$ cat config.mk
export PLATFORM = sky130hd
export DESIGN_NAME = mux_port_reorder
export DESIGN_NICKNAME = d
export VERILOG_FILES = /design/src/rtl/mux_port_reorder.sv
export SDC_FILE = /design/constraint.sdc
export NUM_CORES = 1
export LEC_CHECK = 0
export ABC_CLOCK_PERIOD_IN_PS = 20500
export CAP_MARGIN = 20
export CORE_ASPECT_RATIO = 0.7
export CORE_UTILIZATION = 45
export DETAILED_ROUTE_END_ITERATION = 8
export SLEW_MARGIN = 20
export SYNTH_ARGS = -nofsm -noshare
export SYNTH_HDL_FRONTEND = slang
export SYNTH_SLANG_ARGS = --single-unit
$ cat constraint.sdc
create_clock -name clk -period 20.5 [get_ports clk]
set_input_delay 5.125 -clock clk [delete_from_list [all_inputs] [get_ports clk]]
set_output_delay 5.125 -clock clk [all_outputs]
set_load 0.02 [all_outputs]
$ cat src/rtl/mux_port_reorder.sv
module mux_port_reorder #(
  parameter int MAX_NODES = 16,
  parameter int DATA_W    = 8,
  localparam int DIM_W    = $clog2(MAX_NODES + 1),
  localparam int SLOT_W   = $clog2(MAX_NODES),
  localparam int CW       = 2 * DIM_W
) (
  input  logic              clk,
  input  logic              rst_n,
  input  logic [DIM_W-1:0]  cfg_width,
  input  logic [DIM_W-1:0]  cfg_height,
  input  logic [1:0]        cfg_mode,
  input  logic              in_push,
  input  logic              in_present,
  input  logic [DATA_W-1:0] in_data,
  output logic              in_ready,
  input  logic              out_pop,
  output logic              out_avail,
  output logic              out_present,
  output logic [DATA_W-1:0] out_data
);

  logic [DATA_W-1:0]    dat [2][MAX_NODES];
  logic [MAX_NODES-1:0] vld [2];
  logic                 wbank;
  logic [CW-1:0]        wr_cnt, rd_cnt, rd_col, rd_base, src;

  wire [CW-1:0] w     = CW'(cfg_width);
  wire [CW-1:0] n_act = CW'(cfg_width) * CW'(cfg_height);
  wire          rbank = ~wbank;
  wire          swap  = (wr_cnt == n_act) && (rd_cnt == n_act);
  wire          wr_go = in_push && in_ready;
  wire          rd_go = out_pop && out_avail;
  wire [SLOT_W-1:0] wr_slot = wr_cnt[SLOT_W-1:0];
  wire [SLOT_W-1:0] rd_slot = src[SLOT_W-1:0];

  assign in_ready    = wr_cnt < n_act;
  assign out_avail   = rd_cnt < n_act;
  assign out_data    = dat[rbank][rd_slot];
  assign out_present = out_avail && vld[rbank][rd_slot];

  always_comb begin
    case (cfg_mode)
      2'd0:    src = (rd_col == '0) ? rd_base + w - CW'(1) : rd_cnt - CW'(1);
      2'd1:    src = (rd_col == w - CW'(1)) ? rd_base : rd_cnt + CW'(1);
      2'd2:    src = (rd_cnt + w < n_act) ? rd_cnt + w : rd_cnt + w - n_act;
      default: src = (rd_cnt < w) ? rd_cnt + n_act - w : rd_cnt - w;
    endcase
  end

  always_ff @(posedge clk) begin
    if (!rst_n) begin
      wbank   <= 1'b0;
      wr_cnt  <= '0;
      rd_cnt  <= '0;
      rd_col  <= '0;
      rd_base <= '0;
      vld[0]  <= '0;
      vld[1]  <= '0;
    end else if (swap) begin
      wbank   <= ~wbank;
      wr_cnt  <= '0;
      rd_cnt  <= '0;
      rd_col  <= '0;
      rd_base <= '0;
    end else begin
      if (wr_go) begin
        vld[wbank][wr_slot] <= in_present;
        wr_cnt <= wr_cnt + CW'(1);
      end
      if (rd_go) begin
        rd_cnt <= rd_cnt + CW'(1);
        if (rd_col == w - CW'(1)) begin
          rd_col  <= '0;
          rd_base <= rd_base + w;
        end else begin
          rd_col <= rd_col + CW'(1);
        end
      end
    end
  end

  always_ff @(posedge clk) begin
    if (wr_go && !swap) dat[wbank][wr_slot] <= in_data;
  end

  a_r2_hold_when_full: assert property (@(posedge clk) disable iff (!rst_n)
    (in_push && !in_ready && !swap) |=> $stable(wr_cnt));

  a_r3_drain_closes: assert property (@(posedge clk) disable iff (!rst_n)
    (rd_go && rd_cnt == n_act - CW'(1)) |=> !out_avail);

  a_r3_swap_reopens: assert property (@(posedge clk) disable iff (!rst_n)
    swap |=> (out_avail && in_ready && rd_cnt == '0));

  a_r4_bank_flip: assert property (@(posedge clk) disable iff (!rst_n)
    swap |=> (wbank != $past(wbank)));

  a_r10_src_range: assert property (@(posedge clk) disable iff (!rst_n)
    out_avail |-> (src < n_act));

endmodule

==> results.json <==
{
  "outcome": "finished clean",
  "synth_edf_count": 288,
  "max_freq_mhz": 53.5,
  "syn_nets": 1372,
  "total_power_mw": 1.67,
  "hold_path.startpoint": "rd_base[0]",
  "ctsHoldBuffers": 0,
  "drive_gt1_share_pct": 7.01,
  "cts_tree": "done",
  "diodes": 0,
  "place.gp.congestion": 0.877,
  "place_ws_ns": 1.90,
  "crit_path_start_kind": "primary input",
  "post-route-util_pct": 51.2,
  "fin_skew_ns": 0.0114,
  "synth.ff_latch_count": 323,
  "synthToLayoutAreaGrowth_pct": 10.5,
  "crit_chain": "clkdlybuf4s50_1 > nand2_1 > fa_1 > fa_1 > fa_1 > inv_1 > ha_1 > a21o_1 > a21oi_1 > xor2_1 > ha_1 > nor3_1 > o21ai_0 > o211ai_1 > a22oi_1 > o221ai_1 > a311o_1 > o21ai_2 > clkinv_2 > buf_4 > mux2i_1 > o22ai_1 > nor4_1 > clkdlybuf4s50_1",
  "cp_slowest_cell": "clkdlybuf4s50_1",
  "worstHoldPathCells": 2,
  "post_dp_cell_area_mm2": 0.0171,
  "cts_buffers": 31,
  "crit_arrival_ns": 13.58,
  "yosysUniqueCellTypes": 73,
  "r2r_slack_ns": 16.00,
  "worst_pin_slew_ns": 0.948,
  "ys_warn_count": 0,
  "syn_area_per_cell_um2": 12.9,
  "path_max_fanout": 39,
  "yosysTopAreaCell": "edfxtp_1",
  "start_util_pct": 46.4,
  "slew_headroom_pct": 36.4,
  "clk_latency_ns": 0.56,
  "rsz0062_at_grt": "no",
  "grt_pass1_wl_um": 59300,
  "postSynth.asyncResetShare_pct": 0,
  "cts_resized": 0,
  "cts.path.max_buffers": 3,
  "ant_nets": 0,
  "critPathKind": "in2out",
  "rr_worst_depth": 12,
  "r2r-end": "rd_col[6]",
  "viasPerCell": 5.59,
  "synth_area_mm2": 0.0163,
  "core-area_mm2": 0.0352,
  "h-tree-depth": 1,
  "multiInputGateArea_mm2": 0.00647,
  "wl_per_cell_um": 21.8,
  "drt_iter0_drc": 989,
  "yosysSeqAreaShare_pct": 57.4,
  "ioPinCount": 36,
  "io_buffers": 35,
  "vias": 9973,
  "die_area_mm2": 0.0370,
  "dr.pass1.iters": 5,
  "final_common_cell": "edfxtp_1",
  "grt_max_degree": 67,
  "finalWorstSetupSlack_ns": 1.79,
  "cap_violations": 0,
  "cts_root_buffer": "clkbuf_16",
  "period_share_pct": 91.3,
  "crit_path_end_kind": "primary output",
  "drt-total-wl_um": 38800,
  "finalHoldViolCount": 0,
  "cts_setup_buffers": 0,
  "final_cell_area_mm2": 0.0180,
  "die_h_um": 161,
  "setup_tns_ns": 0,
  "antenna_found_initial": 0,
  "worstHoldPathType": "reg2reg",
  "slowest_delay_ns": 0.81,
  "layout.nets": 1398,
  "cellPowerDensity_mw_per_mm2": 92.4,
  "vdd_drop_max_uv": 61.8,
  "slew_viol_final": 0,
  "regArea_mm2": 0.00935,
  "numClockSinks": 323,
  "postSynthCellCount": 1263,
  "fillers": 2987,
  "r2r_start": "rd_cnt[3]",
  "die_w_um": 229,
  "grt_usage_pct": 21.2,
  "synth_ff_type": "edfxtp_1",
  "critical_path_required_ns": 15.38,
  "dp_hpwl_um": 27000,
  "grt_pass1_vias": 9497,
  "setup_viol": 0,
  "clkTransAtPathRegs_ns": 0.06,
  "yosys-top-cells-area": "edfxtp_1 (53%), mux2i_1 (12%), ha_1 (5.2%)",
  "grt_remaining_overflow": 0,
  "min_to": "rd_base[0]",
  "layout_common_cells": "edfxtp_1 (288), mux2i_1 (202), nor2_1 (116)",
  "rows": 57,
  "finalCriticalPeriod_ns": 18.71,
  "power.leakage_nw": 6.67,
  "cp_common_cell": "fa_1",
  "synth_top_area_share_pct": 53.1,
  "drc_errors": 0
}
## layout make-up
type,instances,share of cell area (%)
Clock buffer,36,4.41
Inverter,49,1.03
Clock inverter,20,0.708
Tap cell,472,3.28
Multi-Input combinational cell,830,35.9
Sequential cell,323,51.9
Timing Repair Buffer,54,2.78
## through the flow
stage	hold WS, ns	cells
after detailed placement	0.483	1728
final	0.495	1784
after floorplan	0.453	1263
after CTS	0.492	1784
after global placement	0.477	1728
after global routing	0.524	1784
## flip-flops by register name (all words and copies together) (netlist names)
signal,count
wbank,1
rd_col,10
wr_cnt,10
dat,256
vld,32
rd_base,4
rd_cnt,10
## cell usage after synthesis (3+ instances only)
cell type / count
buf_4: 11
nor2b_1: 4
inv_1: 46
fa_1: 16
and4_1: 3
and3_1: 5
ha_1: 68
and2_1: 22
a211o_1: 3
o2bb2ai_1: 8
mux2_2: 15
a31oi_1: 3
clkbuf_1: 30
mux2i_1: 202
a21o_1: 15
dfxtp_1: 35
or3_1: 9
o21ai_0: 50
edfxtp_1: 288
nor4_1: 12
a211oi_1: 7
nor3_1: 18
o22ai_1: 26
nor3b_1: 3
xor2_1: 21
nand4_1: 10
xnor2_1: 38
nor2_1: 116
buf_2: 17
maj3_1: 3
nand3_1: 25
nand2_1: 50
nand2b_1: 7
a21oi_1: 26
## logic make-up after synthesis
logic type      after synthesis  synth area share [%]
simple gates                296                  8.70
fa+ha+maj                    87                  7.37
compound gates              171                  6.99
xor+xnor                     59                  3.17
mux                         217                  13.4
buf+inv                     110                  2.96
flops                       323                  57.4
## critical path, delay by kind of cell
| family | cells | cell delay, ns |
|---|---|---|
| buffers and inverters | 5 | 2.96 |
| AOI/OAI and AO/OA | 9 | 2.04 |
| and+or+nand+nor | 3 | 0.62 |
| adders and majority gates | 5 | 2.19 |
| xor gates and xnor gates | 1 | 0.30 |
| muxes | 1 | 0.29 |
## metal layers
| metal | global-route usage [%] | wire length, um |
|---|---|---|
| met1 | 35.6 | 20900 |
| met2 | 28.3 | 15400 |
| met3 | 3.53 | 2040 |
| met5 | 0 | 0 |
| met4 | 3.36 | 469 |
## how the worst max path moves through the flow
stage	to	startpoint
floorplan	out_data[0]	cfg_width[0]
global placement	out_data[7]	cfg_width[1]
detailed placement	out_data[2]	cfg_width[1]
CTS	out_data[2]	cfg_width[1]
global route	out_data[2]	cfg_width[1]
finish	out_data[7]	cfg_width[1]
## power by group
part	internal, mW	switching (mW)	total (mW)
Combinational	0.167	0.240	0.408
Sequential	0.724	0.00575	0.730
Clock	0.289	0.239	0.528
Total	1.18	0.485	1.67
No activity file was read; power rests on OpenSTA's default activity.
